### src/rtl/wmask_pkg.sv
package wmask_pkg;
  localparam int WORD_W = 32;
  localparam int HALF_W = WORD_W / 2;

  typedef enum logic [1:0] {
    SEL_NONE = 2'd0,
    SEL_CTRL = 2'd1,
    SEL_STAT = 2'd2
  } sel_e;
endpackage

### src/rtl/wmask_decode.sv
module wmask_decode
  import wmask_pkg::*;
#(
  parameter int ADDR_W    = 16,
  parameter int BASE_ADDR = 16'hF780,
  parameter int NUM_CTRL  = 7,
  parameter int STAT_OFS  = 8'h20,
  parameter int IDX_W     = 3
) (
  input  logic [ADDR_W-1:0] addr,
  output sel_e              sel,
  output logic [IDX_W-1:0]  idx
);
  localparam logic [ADDR_W-1:0] BASE_V = ADDR_W'(BASE_ADDR);
  localparam logic [ADDR_W-1:0] SPAN_V = ADDR_W'(NUM_CTRL * 4);
  localparam logic [ADDR_W-1:0] STAT_V = ADDR_W'(STAT_OFS);

  logic [ADDR_W-1:0] offset;

  always_comb begin
    offset = addr - BASE_V;
    idx    = offset[IDX_W+1:2];
    if (offset[1:0] == 2'b00 && offset < SPAN_V)
      sel = SEL_CTRL;
    else if (offset == STAT_V)
      sel = SEL_STAT;
    else
      sel = SEL_NONE;
  end
endmodule

### src/rtl/wmask_field.sv
module wmask_field #(
  parameter int HALF_W = 16
) (
  input  logic                clk,
  input  logic                rst,
  input  logic                wr_en,
  input  logic [2*HALF_W-1:0] wr_word,
  output logic [HALF_W-1:0]   q
);
  logic [HALF_W-1:0] mask;
  logic [HALF_W-1:0] val;

  assign mask = wr_word[2*HALF_W-1:HALF_W];
  assign val  = wr_word[HALF_W-1:0];

  always_ff @(posedge clk) begin
    if (rst)
      q <= '0;
    else if (wr_en)
      q <= (q & ~mask) | (val & mask);
  end


  masked_bits_hold_chk: assert property (@(posedge clk) disable iff (rst)
    wr_en |=> ((q ^ $past(q)) & ~$past(mask)) == '0);


  enabled_bits_take_chk: assert property (@(posedge clk) disable iff (rst)
    wr_en |=> ((q ^ $past(val)) & $past(mask)) == '0);


  unselected_stable_chk: assert property (@(posedge clk) disable iff (rst)
    !wr_en |=> $stable(q));
endmodule

### src/rtl/wmask_rdata.sv
module wmask_rdata
  import wmask_pkg::*;
#(
  parameter int HALF_W = 16
) (
  input  logic                clk,
  input  logic                rst,
  input  logic                access,
  input  sel_e                sel,
  input  logic [HALF_W-1:0]   ctrl_val,
  input  logic [HALF_W-1:0]   stat_val,
  output logic [2*HALF_W-1:0] rdata,
  output logic                ready
);
  logic [HALF_W-1:0] low_next;

  always_comb begin
    case (sel)
      SEL_CTRL: low_next = ctrl_val;
      SEL_STAT: low_next = stat_val;
      default:  low_next = '0;
    endcase
  end

  always_ff @(posedge clk) begin
    if (rst) begin
      rdata <= '0;
      ready <= 1'b0;
    end else begin
      ready <= access;
      if (access)
        rdata <= {{HALF_W{1'b0}}, low_next};
    end
  end
endmodule

### src/rtl/wmask_ctrl_bank.sv
module wmask_ctrl_bank
  import wmask_pkg::*;
#(
  parameter int ADDR_W    = 16,
  parameter int BASE_ADDR = 16'hF780,
  parameter int NUM_CTRL  = 7,
  parameter int STAT_OFS  = 8'h20,
  parameter int CAL_BIT   = 6,
  parameter int DLL_BIT   = 5
) (
  input  logic                       clk,
  input  logic                       rst,
  input  logic [ADDR_W-1:0]          bus_addr,
  input  logic                       bus_wr,
  input  logic [WORD_W-1:0]          bus_wdata,
  input  logic                       bus_rd,
  output logic [WORD_W-1:0]          bus_rdata,
  output logic                       bus_ready,
  input  logic                       cal_done_i,
  input  logic                       dll_ready_i,
  output logic [NUM_CTRL*HALF_W-1:0] ctrl_out
);
  localparam int IDX_W = (NUM_CTRL > 1) ? $clog2(NUM_CTRL) : 1;

  sel_e              sel;
  logic [IDX_W-1:0]  idx;
  logic [HALF_W-1:0] regs [NUM_CTRL];
  logic [HALF_W-1:0] ctrl_val;
  logic [HALF_W-1:0] stat_val;
  logic              access;

  assign access = bus_wr | bus_rd;

  wmask_decode #(
    .ADDR_W(ADDR_W), .BASE_ADDR(BASE_ADDR), .NUM_CTRL(NUM_CTRL),
    .STAT_OFS(STAT_OFS), .IDX_W(IDX_W)
  ) u_dec (
    .addr(bus_addr), .sel(sel), .idx(idx)
  );

  for (genvar i = 0; i < NUM_CTRL; i++) begin : g_reg
    logic hit;
    assign hit = bus_wr && (sel == SEL_CTRL) && (idx == IDX_W'(i));
    wmask_field #(.HALF_W(HALF_W)) u_field (
      .clk(clk), .rst(rst), .wr_en(hit), .wr_word(bus_wdata), .q(regs[i])
    );
    assign ctrl_out[i*HALF_W +: HALF_W] = regs[i];
  end

  always_comb begin
    ctrl_val = '0;
    for (int i = 0; i < NUM_CTRL; i++)
      if (idx == IDX_W'(i)) ctrl_val = regs[i];
  end

  always_comb begin
    stat_val          = '0;
    stat_val[CAL_BIT] = cal_done_i;
    stat_val[DLL_BIT] = dll_ready_i;
  end

  wmask_rdata #(.HALF_W(HALF_W)) u_rd (
    .clk(clk), .rst(rst), .access(access), .sel(sel),
    .ctrl_val(ctrl_val), .stat_val(stat_val),
    .rdata(bus_rdata), .ready(bus_ready)
  );


  ready_after_access_chk: assert property (@(posedge clk) disable iff (rst)
    access |=> bus_ready);


  no_spurious_ready_chk: assert property (@(posedge clk) disable iff (rst)
    !access |=> !bus_ready);


  upper_half_zero_chk: assert property (@(posedge clk) disable iff (rst)
    bus_ready |-> bus_rdata[WORD_W-1:HALF_W] == '0);


  unmapped_read_zero_chk: assert property (@(posedge clk) disable iff (rst)
    (bus_rd && sel == SEL_NONE) |=> bus_rdata == '0);


  status_pins_chk: assert property (@(posedge clk) disable iff (rst)
    (bus_rd && sel == SEL_STAT) |=>
      (bus_rdata[CAL_BIT] == $past(cal_done_i) &&
       bus_rdata[DLL_BIT] == $past(dll_ready_i)));


  noctrl_write_stable_chk: assert property (@(posedge clk) disable iff (rst)
    (sel != SEL_CTRL) |=> $stable(ctrl_out));
endmodule

### config.mk
export PLATFORM = sky130hd
export DESIGN_NAME = wmask_ctrl_bank
export DESIGN_NICKNAME = d
export VERILOG_FILES = /design/src/rtl/wmask_pkg.sv /design/src/rtl/wmask_decode.sv /design/src/rtl/wmask_field.sv /design/src/rtl/wmask_rdata.sv /design/src/rtl/wmask_ctrl_bank.sv
export SDC_FILE = /design/constraint.sdc
export NUM_CORES = 1
export LEC_CHECK = 0
export BUFFER_PORTS_ARGS = -buffer_cell sky130_fd_sc_hd__buf_2
export CAP_MARGIN = 15
export CORE_MARGIN = 1.5
export CORE_UTILIZATION = 46
export DETAILED_ROUTE_END_ITERATION = 12
export PLACE_DENSITY = 0.76
export SKIP_LAST_GASP = 1
export SLEW_MARGIN = 20
export SYNTH_ARGS = -nofsm -noshare
export SYNTH_HDL_FRONTEND = slang
export SYNTH_SLANG_ARGS = --single-unit
### constraint.sdc
create_clock -name clk -period 3 [get_ports clk]
set_input_delay 0.6 -clock clk [delete_from_list [all_inputs] [get_ports clk]]
set_output_delay 0.6 -clock clk [all_outputs]
set_load 0.05 [all_outputs]
==> implementation parameters <==
Parameter                              Value

Clock tree
  Cells resized by post-CTS repair ... 0
  CTS Buf Count ... 17
  Setup fix buffers added after clock tree synthesis ... 0
  Clk slew on worst S/H paths ... 0.06 ns
  Clock latency on the worst-skew pair ... 0.43 ns
  Number of buffers inserted by hold repair at cts ... 0
  Clock tree buffer depth ... 2
  TritonCTS clock tree ... yes
  CTS H-Tree Depth ... 4
  Clock net sink count ... 129
  Clock root cell ... clkbuf_16

Timing
  Final slew viol count ... 0
  Tightest Pin Transition ... 0.797 ns
  Crit path time final ... between 2 and 2.5 ns
  Maximum clock skew at final layout ... 0.00629 ns
  # setup viols final ... 0
  F_max ... 486 MHz
  Worst max-slew margin expressed relative to the limit ... 46.9%
  Setup repair after global routing missed its margin ... no
  Final-report hold violation count ... 0
  Sum of negative setup slack ... 0 ns
  Period Utilization, post-route ... 68.6%

Power and ir drop
  Combinational share of power ... 11.2%
  Sequential fraction of design power ... between 40% and 50%
  Internal power contribution ... 3.07 mW
  Proportion of total power due to net switching ... 28.5%
  Switching pwr ... 1.22 mW
  Maximum vdd drop ... between 400 and 500 uV
  Power density of the placed cells ... 461 nW/um^2
  Static Leak ... 3.82 nW
  Portion of total power attributed to the clock network ... around 49%

Run
  Maxcap violations ... 0

Critical path
  Slowest cell on the critical path ... buf_2
  CP bufs+invs ... 2
  Crit Reg-Reg Endpoint ... u_rd.rdata[6]
  CP startpoint ... bus_addr[3]
  Crit Path Class ... in -> reg
  Startpoint class of the critical path ... input pin
  Largest fanout on the critical path ... 28
  Maximum cell stage delay along the critical path ... 0.48 ns
  Critical path cell sequence ... buf_2 > nand2_1 > buf_4 > nor4_1 > nand3_1 > mux2i_1
  Worst path depth ... 6
  Family with the most delay on the worst path ... simple AND/OR/NAND/NOR gates
  WP data arrival ... around 2.4 ns
  Required time of the worst setup path ... 3.31 ns
  Logic depth of the worst register-to-register path ... 5
  Setup slack of the most critical reg-to-reg path ... 1.56 ns
  Crit path capture type ... flip-flop

Placed design
  Number of cells after detailed placement ... 1328
  Routability congestion estimate from global placement ... 0.934
  IO buf count ... 182
  DP Wirelength ... slightly below 20000 um

Finish
  Synthesis-to-finish area growth ... 19.1%
  Area occupied by multi-input gates ... about 4700 sq um
  FF/Latch Area ... 2580 sq um
  Number of filler instances in the final layout ... 1593
  ANT cells ... 0
  Share of cells above drive strength 1 ... 23.0%
  Final net count ... roughly 1200
  Non-filler cells, final ... about 1400
  Final standard cell utilization of the core ... a little under three fifths

Detailed routing
  Remaining routing DRC violations ... 0
  Total wire length ... between 20000 and 30000 um
  Detail-routed via count per cell ... 6.15
  Post-DRT Antenna Nets ... 0
  Count of routing violations after the opening detailed-route iteration ... 1257
  Via Count ... 8363
  Average routed wire per standard cell ... 20.3 um
  Number of optimization iterations in the first detailed-route pass ... 7

Logic synthesis
  Number of synthesis warnings ... 0
  Mapped cell area ... slightly below 8000 sq um
  Compound-Gate Fraction of Synth Area ... 14.0%
  Yosys reg bits ... 129
  Synthesized-area fraction occupied by and/or/nand/nor cells ... 33.9%
  Most frequently used flop master after synthesis ... dfxtp_1
  Post-synthesis cell type count ... 47
  Share of synthesized cell area in full adder, half adder and majority cells ... 0.160%
  Largest family of logic cells by synthesized area ... simple AND/OR/NAND/NOR gates
  Post-synth EDFFs ... 0
  Gate count after technology mapping ... 1006
  Proportion of register bits with asynchronous set or reset after synthesis ... 0%
  Register area share after synthesis ... 33.1%
  Syn avg cell area ... 7.75 sq um
  Xor and xnor fraction of the mapped netlist area ... 0%
  Mux share of post-synthesis cell area ... 10.7%

Die
  Core outline area ... 16600 sq um
  Starting utilization of the core area ... 47.0%
  Height of the die ... 133 um
  Die W ... 133 um
  Number of core rows ... 47
  Die Area ... 17700 sq um
  Top-level I/O count ... between 150 and 200

Global route
  Pin count of the biggest net entering global routing ... 109
  Number of antenna violations at the first check in global routing ... 0
  Global router's overall resource usage ... 30.3%
  Leftover overflow at the end of global routing ... 0
  Vias in the first global route ... 7210
  Global-route wire length before repair ... 42000 um

Min path
  Hold Path Depth ... 2
  Class of the tightest hold or removal check ... reg -> reg

Outcome
  Run status ... finished clean
-- area by class of cell --
type	instances	area share, %
well taps	220	2.96
multi-input cells	770	50.3
inverters	1	0.0404
clock buffers	17	4.58
repair buffers	208	12.6
flip-flops and latches	129	27.8
clock inverters	15	1.75
-- tightest hold or removal path: cells and delay by family (launching register included) --
family,cells,cell delay (ns)
simple gates,1,0.04
flops,1,0.32
compound gates,1,0.05
-- cells by family (layout without fill, tap and decap cells) --
family | count (synthesis) | count (layout)
AOI/OAI and AO/OA | 177 | 177
adders and majority gates | 1 | 1
buffers and inverters | 122 | 241
DFF | 129 | 129
muxes | 82 | 82
other | 1 | 16
and+or+nand+nor | 494 | 494
-- cells in the mapped netlist, drive strengths merged, types with 2 or more instances --
| cell type | instances | area [sq um] |
|---|---|---|
| nor2 | 35 | 131 |
| and3 | 2 | 12.5 |
| nor4b | 2 | 32.5 |
| nand2 | 110 | 413 |
| mux2i | 81 | 811 |
| nand4 | 33 | 206 |
| nand3 | 84 | 420 |
| o41ai | 15 | 139 |
| nor3 | 65 | 380 |
| nor4 | 49 | 307 |
| a21oi | 63 | 315 |
| a31oi | 3 | 18.8 |
| o21ai | 47 | 235 |
| or3 | 2 | 17.5 |
| o22ai | 15 | 100 |
| buf | 63 | 409 |
| o31ai | 15 | 118 |
| clkbuf | 58 | 218 |
| nand2b | 105 | 664 |
| o221ai | 15 | 131 |
| dfxtp | 129 | 2580 |
-- routing by layer --
| layer | track usage (%) | part of all wire, % |
|---|---|---|
| met1 | 44.4 | 43 |
| met2 | 42.9 | 43 |
| met3 | 7.19 | 11 |
| met4 | 11.2 | 3.0 |
| met5 | 0 | 0 |
-- cell usage in the layout (no fill, tap or decap), types with 33 or more instances in the layout --
| cell type | n |
|---|---|
| nor4_1 | 49 |
| nand3_1 | 84 |
| o21ai_0 | 38 |
| dfxtp_1 | 129 |
| a21oi_1 | 63 |
| nand2b_1 | 103 |
| nand4_1 | 33 |
| nor2_1 | 35 |
| mux2i_1 | 81 |
| nor3_1 | 53 |
| buf_2 | 181 |
| nand2_1 | 110 |
-- worst min path at each step --
stage / from / endpoint
detailed placement: u_rd.rdata[9] / u_rd.rdata[9]
global route: bus_wdata[14] / flip-flop
global placement: u_rd.rdata[3] / u_rd.rdata[3]
CTS: bus_wdata[14] / flip-flop
floorplan: u_rd.rdata[5] / u_rd.rdata[5]
finish: u_rd.rdata[9] / u_rd.rdata[9]
-- through the flow --
step | total power [mW] | hold WS, ns | worst slack (ns) | area [sq um]
after global placement | 2.21 | 0.433 | 0.601 | 8700
after global routing | 4.38 | 0.458 | 0.776 | 9290
after CTS | 4.28 | 0.445 | 0.996 | 9290
after detailed placement | 2.22 | 0.439 | 0.556 | 8700
final | 4.29 | 0.449 | 0.942 | 9290
after floorplan | 2.08 | 0.665 | 0.965 | 7850
-- power by group through the flow --
| stage | registers, mW | clock network [mW] | logic, mW |
|---|---|---|---|
| 2_1_floorplan | 1.76 | 0 | 0.326 |
| 3_3_place_gp | 1.75 | 0 | 0.459 |
| 3_5_place_dp | 1.75 | 0 | 0.464 |
| 4_1_cts | 1.71 | 2.10 | 0.465 |
| 5_1_grt | 1.71 | 2.16 | 0.503 |
| 6_report | 1.71 | 2.09 | 0.480 |
Note: power is estimated with default switching activity, not from simulation.
